**config.mk**
```make
export PLATFORM = sky130hd
export DESIGN_NAME = ssi_pos_slave
export DESIGN_NICKNAME = d
export VERILOG_FILES = /design/src/rtl/ssi_pkg.sv /design/src/rtl/ssi_edge_det.sv /design/src/rtl/ssi_monoflop.sv /design/src/rtl/ssi_shifter.sv /design/src/rtl/ssi_pos_slave.sv
export SDC_FILE = /design/constraint.sdc
export NUM_CORES = 1
export LEC_CHECK = 0
export BUFFER_PORTS_ARGS = -buffer_cell sky130_fd_sc_hd__buf_2
export CAP_MARGIN = 20
export CORE_MARGIN = 2
export CORE_UTILIZATION = 59
export DETAILED_ROUTE_END_ITERATION = 12
export HOLD_SLACK_MARGIN = 0.05
export PLACE_DENSITY = 0.9
export SLEW_MARGIN = 20
export SYNTH_ARGS = -nofsm -noshare
export SYNTH_HDL_FRONTEND = slang
export SYNTH_HIERARCHICAL = 1
export SYNTH_SLANG_ARGS = --single-unit
```
**constraint.sdc**
```tcl
create_clock -name clk_i -period 3.4 [get_ports clk_i]
set_clock_uncertainty 0.05 [all_clocks]
set_input_delay 0.17 -clock clk_i [delete_from_list [all_inputs] [get_ports clk_i]]
set_output_delay 0.17 -clock clk_i [all_outputs]
set_load 0.03 [all_outputs]
```
**src/rtl/ssi_pkg.sv**
```systemverilog
package ssi_pkg;
  typedef enum logic [1:0] {
    SSI_ONCE     = 2'b00,
    SSI_ONCE_ALT = 2'b01,
    SSI_REPEAT   = 2'b10,
    SSI_REFRESH  = 2'b11
  } ssi_mode_e;

  function automatic logic mode_is_ring(ssi_mode_e m);
    return m[1];
  endfunction
endpackage

```
**src/rtl/ssi_edge_det.sv**
```systemverilog
module ssi_edge_det #(
  parameter int unsigned STAGES = 2
) (
  input  logic clk_i,
  input  logic rst_ni,
  input  logic line_i,
  output logic rise_o,
  output logic fall_o
);
  logic [STAGES:0] chain_q;

  // idle-high line: reset every stage to 1
  for (genvar g = 0; g <= STAGES; g++) begin : g_stage
    if (g == 0) begin : g_first
      always_ff @(posedge clk_i or negedge rst_ni)
        if (!rst_ni) chain_q[0] <= 1'b1;
        else         chain_q[0] <= line_i;
    end else begin : g_next
      always_ff @(posedge clk_i or negedge rst_ni)
        if (!rst_ni) chain_q[g] <= 1'b1;
        else         chain_q[g] <= chain_q[g-1];
    end
  end

  assign rise_o = chain_q[STAGES-1] & ~chain_q[STAGES];
  assign fall_o = ~chain_q[STAGES-1] & chain_q[STAGES];
endmodule

```
**src/rtl/ssi_monoflop.sv**
```systemverilog
module ssi_monoflop #(
  parameter int unsigned MONO_CYCLES = 200,
  localparam int unsigned CNT_W = $clog2(MONO_CYCLES + 1)
) (
  input  logic             clk_i,
  input  logic             rst_ni,
  input  logic             rise_i,
  input  logic             fall_i,
  output logic             trig_o,
  output logic             active_o,
  output logic             expire_o,
  output logic [CNT_W-1:0] cnt_o
);
  logic [CNT_W-1:0] cnt_q;

  assign active_o = (cnt_q != '0);
  // idle: only a falling edge starts; running: any edge restarts
  assign trig_o   = fall_i | (rise_i & active_o);
  assign expire_o = (cnt_q == CNT_W'(1)) & ~trig_o;
  assign cnt_o    = cnt_q;

  always_ff @(posedge clk_i or negedge rst_ni) begin
    if (!rst_ni)        cnt_q <= '0;
    else if (trig_o)    cnt_q <= CNT_W'(MONO_CYCLES);
    else if (active_o)  cnt_q <= cnt_q - CNT_W'(1);
  end
endmodule

```
**src/rtl/ssi_shifter.sv**
```systemverilog
module ssi_shifter
  import ssi_pkg::*;
#(
  parameter int unsigned POS_W = 12,
  parameter int unsigned RES_W = 3,
  localparam int unsigned IDX_W = $clog2(POS_W + 1)
) (
  input  logic             clk_i,
  input  logic             rst_ni,
  input  logic             rise_i,
  input  logic             fall_i,
  input  logic             active_i,
  input  logic             expire_i,
  input  logic [POS_W-1:0] pos_i,
  input  logic [RES_W-1:0] res_i,
  input  logic [1:0]       mode_i,
  output logic             data_o
);
  logic [POS_W-1:0] word_q, sh_q;
  logic [IDX_W-1:0] idx_q, len_q;
  ssi_mode_e        mode_q;
  logic             data_q;
  logic             at_end;

  assign at_end = (idx_q == len_q);
  assign data_o = data_q;

  always_ff @(posedge clk_i or negedge rst_ni) begin
    if (!rst_ni) begin
      word_q <= '0;
      sh_q   <= '0;
      idx_q  <= '0;
      len_q  <= IDX_W'(POS_W);
      mode_q <= SSI_ONCE;
      data_q <= 1'b1;
    end else if (!active_i) begin
      if (fall_i) begin
        word_q <= pos_i;
        sh_q   <= pos_i;
        idx_q  <= '0;
        len_q  <= IDX_W'(POS_W) - IDX_W'(res_i);
        mode_q <= ssi_mode_e'(mode_i);
      end
    end else if (expire_i) begin
      data_q <= 1'b1;
      idx_q  <= '0;
    end else if (rise_i) begin
      if (!at_end) begin
        data_q <= sh_q[POS_W-1];
        sh_q   <= sh_q << 1;
        idx_q  <= idx_q + IDX_W'(1);
      end else begin
        data_q <= 1'b0;
        if (mode_is_ring(mode_q)) begin
          idx_q <= '0;
          if (mode_q == SSI_REFRESH) begin
            word_q <= pos_i;
            sh_q   <= pos_i;
          end else begin
            sh_q <= word_q;
          end
        end
      end
    end else if (fall_i && at_end) begin
      data_q <= 1'b0;
    end
  end
endmodule

```
**src/rtl/ssi_pos_slave.sv**
```systemverilog
module ssi_pos_slave #(
  parameter int unsigned POS_W       = 12,
  parameter int unsigned RES_W       = 3,
  parameter int unsigned SYNC_STAGES = 2,
  parameter int unsigned MONO_CYCLES = 200
) (
  input  logic             clk_i,
  input  logic             rst_ni,
  input  logic             ssi_clk_i,
  input  logic [POS_W-1:0] pos_i,
  input  logic [RES_W-1:0] res_i,
  input  logic [1:0]       mode_i,
  output logic             data_o
);
  localparam int unsigned CNT_W = $clog2(MONO_CYCLES + 1);

  logic             edge_rise, edge_fall;
  logic             mono_trig, mono_active, mono_expire;
  logic [CNT_W-1:0] mono_cnt;

  ssi_edge_det #(.STAGES(SYNC_STAGES)) u_edge (
    .clk_i, .rst_ni, .line_i(ssi_clk_i),
    .rise_o(edge_rise), .fall_o(edge_fall)
  );

  ssi_monoflop #(.MONO_CYCLES(MONO_CYCLES)) u_mono (
    .clk_i, .rst_ni, .rise_i(edge_rise), .fall_i(edge_fall),
    .trig_o(mono_trig), .active_o(mono_active),
    .expire_o(mono_expire), .cnt_o(mono_cnt)
  );

  ssi_shifter #(.POS_W(POS_W), .RES_W(RES_W)) u_shift (
    .clk_i, .rst_ni, .rise_i(edge_rise), .fall_i(edge_fall),
    .active_i(mono_active), .expire_i(mono_expire),
    .pos_i, .res_i, .mode_i, .data_o
  );
endmodule

```
After elaboration in Yosys (flattened, before gate mapping):

Cells that the tools add are included.

* register bits: 46
* logic and storage cells: 65
* output and inout port bits: 1
* bits of input ports: 20

* muxes and demuxes: 23
* bitwise gates (word level): 9
* reductions and logical operators: 10
* equality and inequality tests: 10
* add/subtract/negate cells: 3

Operator list (count)
* $mux 12: 11
* $mux 4: 6
* $mux 8: 2
* $eq 8x1->1 const B: 1
* $reduce_bool 8->1: 1
* $sub 8x1->8 const B: 1
* $ne 2x1->1 const B: 3
* $ne 3x2->1 const B: 2
* $reduce_and 5->1: 1
* $add 4x1->4 const B: 1
* $and 1x1->1: 4
* $eq 4x4->1: 1
* $mux 1: 4
* $ne 4x3->1 const B: 1
* $not 1->1: 4
* $reduce_and 2->1: 2
* $reduce_and 4->1: 1
* $reduce_bool 2->1: 2
* $sub 4x3->4 const A: 1
* $reduce_and 3->1: 1
* $reduce_bool 3->1: 1
* $eq 2x2->1 const B: 1
* $ne 2x2->1 const B: 1
* $logic_and 1x1->1: 1
* $or 1x1->1: 1

Depth between registers and ports, before layout:

* depth after elaboration: 8
* depth in mapped cells: 11
* depth with buffers taken out: 9

Cells and area by module:

The synthesis kept the hierarchy.

Modules (own cells, without submodules)
* ssi_shifter: area an instance 1878.1 µm², times used 1, seq. area each 879.6 µm², cells an instance 193
* ssi_monoflop: area an instance 499.2 µm², times used 1, seq. area each 200.2 µm², cells an instance 51
* ssi_edge_det: area an instance 93.8 µm², times used 1, seq. area each 78.8 µm², cells an instance 5

Worst setup path before layout:

No wires, ideal clock.

* kind: register to register
* start point: register u_edge.chain_q[1]
* end point: register u_shift.sh_q[10]
* buffers on the path: 1
* arrival time: 2.455 ns
* stages on the path, launching flop included: 9
* required time: 3.225 ns
* clock period less this slack: 2.629 ns
* slack: 0.771 ns
* library setup time: 0.125 ns
* path through: dfstp_2 -> nor2b_1 -> nor2b_1 -> nor4b_1 -> nand2b_1 -> and2_1 -> a221oi_2 -> buf_4 -> mux2_2

* word-level cells in the longest chain between the ends: 7
* elaborated cells between the ends (all ways): 11
* classes of those cells: eq/ne (2); bitwise (7); reduce/logical (2)

RTL lines
* from (decl): RTL line ssi_edge_det.sv:10 `logic [STAGES:0] chain_q;`
* from (signal, indexed assignment): RTL line ssi_edge_det.sv:21 `else chain_q[g] <= chain_q[g-1];`
* $and 1x1->1: RTL line ssi_edge_det.sv:25 `assign rise_o = chain_q[STAGES-1] & ~chain_q[STAGES];`
* net edge_rise: RTL line ssi_pos_slave.sv:17 `logic edge_rise, edge_fall;`
* $and 1x1->1: RTL line ssi_monoflop.sv:18 `assign trig_o = fall_i | (rise_i & active_o);`
* $or 1x1->1: RTL line ssi_monoflop.sv:18
* $not 1->1: RTL line ssi_monoflop.sv:19 `assign expire_o = (cnt_q == CNT_W'(1)) & ~trig_o;`
* $and 1x1->1: RTL line ssi_monoflop.sv:19
* net mono_expire: RTL line ssi_pos_slave.sv:18 `logic mono_trig, mono_active, mono_expire;`
* $ne 2x2->1 (no source line)
* $reduce_and 4->1 (no source line)
* to (signal assigned): RTL line ssi_shifter.sv:39 `sh_q <= pos_i;`
* to (signal assigned): RTL line ssi_shifter.sv:50 `sh_q <= sh_q << 1;`
* to (signal assigned): RTL line ssi_shifter.sv:58 `sh_q <= pos_i;`
* to (decl): RTL line ssi_shifter.sv:19 `logic [POS_W-1:0] word_q, sh_q;`

The timed path passes the listed nets, and every way through them passes these cells.
A chain may end at the register's enable or synchronous reset.

Worst setup path in the final report:

* start point: register u_edge.chain_q[1]
* end point: register u_shift.sh_q[1]

Same word-level chain as after synthesis.

==> flow_metrics.env <==
export IMPL_numCtsBuffers=5
export IMPL_yosys_area_top_type="dfrtp_1"
export IMPL_clockBufferDepth=2
export IMPL_drt_iter0_drc=220
export IMPL_critPathLaunchType="flip-flop"
export IMPL_num_rows=23
export IMPL_seq_area_frac_synth_pct=46.9
export IMPL_grt_util_all_layers_pct=23.8
export IMPL_crit_path_end_kind="flip-flop"
export IMPL_die_h_um=68.7
export IMPL_tns_ns=0
export IMPL_reg2reg_setup_slack_ns=0.72
export IMPL_postSynthAreaPerCell_um2=9.92
export IMPL_hp_class="in2reg"
export IMPL_synth_top_family_by_area="simple AND/OR/NAND/NOR gates"
export IMPL_wl_per_cell_um=15.3
export IMPL_yosysUniqueCellTypes=46
export IMPL_drc=0
export IMPL_ys_ff_latch=46
export IMPL_grt_pass1_wl_um=8340
export IMPL_critical_path_class="reg2reg"
export IMPL_n_antenna_cell=0
export IMPL_layout_commonest_cell="dfrtp_1"
export IMPL_synth_nets=274
export IMPL_clkTransAtPathRegs_ns=0.08
export IMPL_layout_common_cells="dfrtp_1, nand2_1, nand3_1, nor2_1, buf_2"
export IMPL_grt_max_degree=47
export IMPL_ioPinCount=21
export IMPL_htreeDepth=2
export IMPL_p_leak_uw=0.00118
export IMPL_clk_latency_ns=0.30
export IMPL_slew_violations=0
export IMPL_nNetsFinal=299
export IMPL_yosys_area_share_simple_pct=20.1
export IMPL_crit_path_max_fanout=16
export IMPL_synthMuxAreaShare_pct=10.1
export IMPL_setup_violations=0
export IMPL_power_density_mw_per_mm2=633
export IMPL_io_buffers=20
export IMPL_hold_viol_final=0
export IMPL_async_flop_share_pct=100
export IMPL_fin_crit_ns=2.68
export IMPL_synth_xor_area_share_pct=1.77
export IMPL_critical_path_arrival_ns=2.85
export IMPL_synthCells=249
export IMPL_cp_data_required_time_ns=3.57
export IMPL_ir_drop_mv=0.426
export IMPL_drive_gt1_share_pct=24.0
export IMPL_maxSlewHeadroom_pct=61.5
export IMPL_hold_depth=2
export IMPL_synth_compound_area_share_pct=15.0
export IMPL_gp_congestion=0.817
export IMPL_hpwl_um=3370
export IMPL_dieArea_mm2=0.00472
export IMPL_min_period_over_period_pct=78.9
export IMPL_yosysWarnings=6
export IMPL_post_cts_buffers=0
export IMPL_wl_um=4970
export IMPL_ant_nets=0
export IMPL_start_util_pct=61.3
export IMPL_worst_hold_slack_ns=0.0737
export IMPL_synth_edf_count=0
export IMPL_num_vias=1901
export IMPL_antenna_found_initial=0
export IMPL_hold_start="pos_i[6]"
export IMPL_synth_main_ff_cell="dfrtp_1"
export IMPL_vias_per_cell=5.85
export IMPL_status="finished, final reports clean"
export IMPL_clock_sinks=46
export IMPL_drv_cap=0
export IMPL_post_cts_resize_count=0
export IMPL_drt_pass1_iterations=5
export IMPL_grt_pass1_vias=1804
export IMPL_syn_to_final_growth_pct=12.4
export IMPL_r2r_start="u_edge/chain_q[1]"
export IMPL_root_buffer="clkbuf_8"
export IMPL_die_w_um=68.7
export IMPL_worst_r2r_endpoint="u_shift/sh_q[1]"
export IMPL_max_clock_freq_mhz=373
export IMPL_post_synth_top_area_fraction_pct=40.5
export IMPL_netlist_area_mm2=0.00247
export IMPL_grt_overflow=0
export IMPL_reg2reg_depth=10
export IMPL_synth_area_top_cells="dfrtp_1, mux2_2, dfstp_2"
export IMPL_synth_fa_ha_area_share_pct=2.53
export IMPL_worst_slew_pin_slew_ns=0.577
export IMPL_rsz0062_at_grt="no"
export IMPL_tritoncts="built"
export IMPL_min_to="u_shift/word_q[6]"
export IMPL_coreArea_mm2=0.00403
logic make-up (layout without fill, tap and decap cells):
| logic type | Yosys count | count (layout) |
|---|---|---|
| AND/OR/NAND/NOR | 94 | 94 |
| AO/OA/AOI/OAI | 56 | 56 |
| multiplexers | 23 | 23 |
| flip-flops | 46 | 46 |
| XOR/XNOR | 5 | 5 |
| buffers and inverters | 20 | 46 |
| adder cells (fa/ha/maj) | 5 | 5 |
worst max-delay path: stages (launching register included):
cell and delay [ns]:
dfstp_2 0.55, nor2b_1 0.17, buf_4 0.21, nor2b_1 0.16, nor4b_1 0.08, nand2b_1 0.19, and2_1 0.22, a221oi_2 0.46
buf_4 0.30, nor2_1 0.06, a31oi_1 0.14
Yosys cell counts (2+ instances only):
cell	instances
a31oi_1	9
o21ai_0	11
ha_1	5
a21oi_1	12
nand2b_1	5
or2_2	2
mux2i_1	7
o31ai_1	2
mux2_2	15
a21boi_0	2
inv_1	9
clkbuf_1	5
dfstp_2	6
xor2_1	4
nor2b_1	2
a22o_1	2
a211oi_1	3
buf_2	4
a21o_1	2
nand2_1	30
nor2_1	20
buf_4	2
nand3_1	21
o211ai_1	8
dfrtp_1	40
area by class of cell:
type,count,area (µm²)
repair buffers,29,180
inverters,9,33.8
multi-input cells,183,1230
flip-flops and latches,46,1160
clock buffers,5,68.8
clock inverters,3,40.0
fillers,306,1250
well taps,50,62.6
report_power, final:
group	internal, µW	switching (µW)
Sequential	721	136
Clock	216	182
Combinational	244	260
Total	1180	578
layer usage:
metal | share of wire, % | global-route usage, % | routed length (µm)
met1 | 44 | 32.9 | 2190
met2 | 50 | 38.7 | 2500
met4 | 0.89 | 5.88 | 44
met5 | 0 | 0 | 0
met3 | 4.7 | 4.87 | 233
registers in the layout (all words and copies together), names as in the netlist:
| signal | count |
|---|---|
| u_edge/chain_q | 3 |
| u_mono/cnt_o | 8 |
| u_shift/data_o | 1 |
| u_shift/idx_q | 4 |
| u_shift/len_q | 4 |
| u_shift/mode_q | 2 |
| u_shift/sh_q | 12 |
| u_shift/word_q | 12 |
metrics by stage:
stage / power, µW / std cells / instance area, µm² / utilization (%) / worst slack, ns
finish: 1760 / 325 / 2780 / 68.9 / 0.719
global placement: 1330 / 313 / 2630 / 65.2 / 0.899
CTS: 1760 / 325 / 2780 / 68.9 / 0.753
floorplan: 1220 / 249 / 2470 / - / 0.771
detailed placement: 1360 / 313 / 2630 / 65.2 / 0.787
global route: 1870 / 325 / 2780 / 68.9 / 0.527
how the worst max path moves through the flow:
stage                            startpoint                to
after CTS                 u_edge/chain_q[1]   u_shift/sh_q[1]
after global routing      u_edge/chain_q[1]   u_shift/sh_q[8]
after floorplan           u_edge/chain_q[1]  u_shift/sh_q[10]
after global placement      u_mono/cnt_o[0]   u_shift/sh_q[1]
after detailed placement    u_mono/cnt_o[0]   u_shift/sh_q[1]
final                     u_edge/chain_q[1]   u_shift/sh_q[1]
repair_timing:
item	4_1_cts	5_1_grt
hold endpoints to repair	43	0
setup endpoints to repair	0	0
hold buffers	4	0
Note: power is estimated with default switching activity, not from simulation.
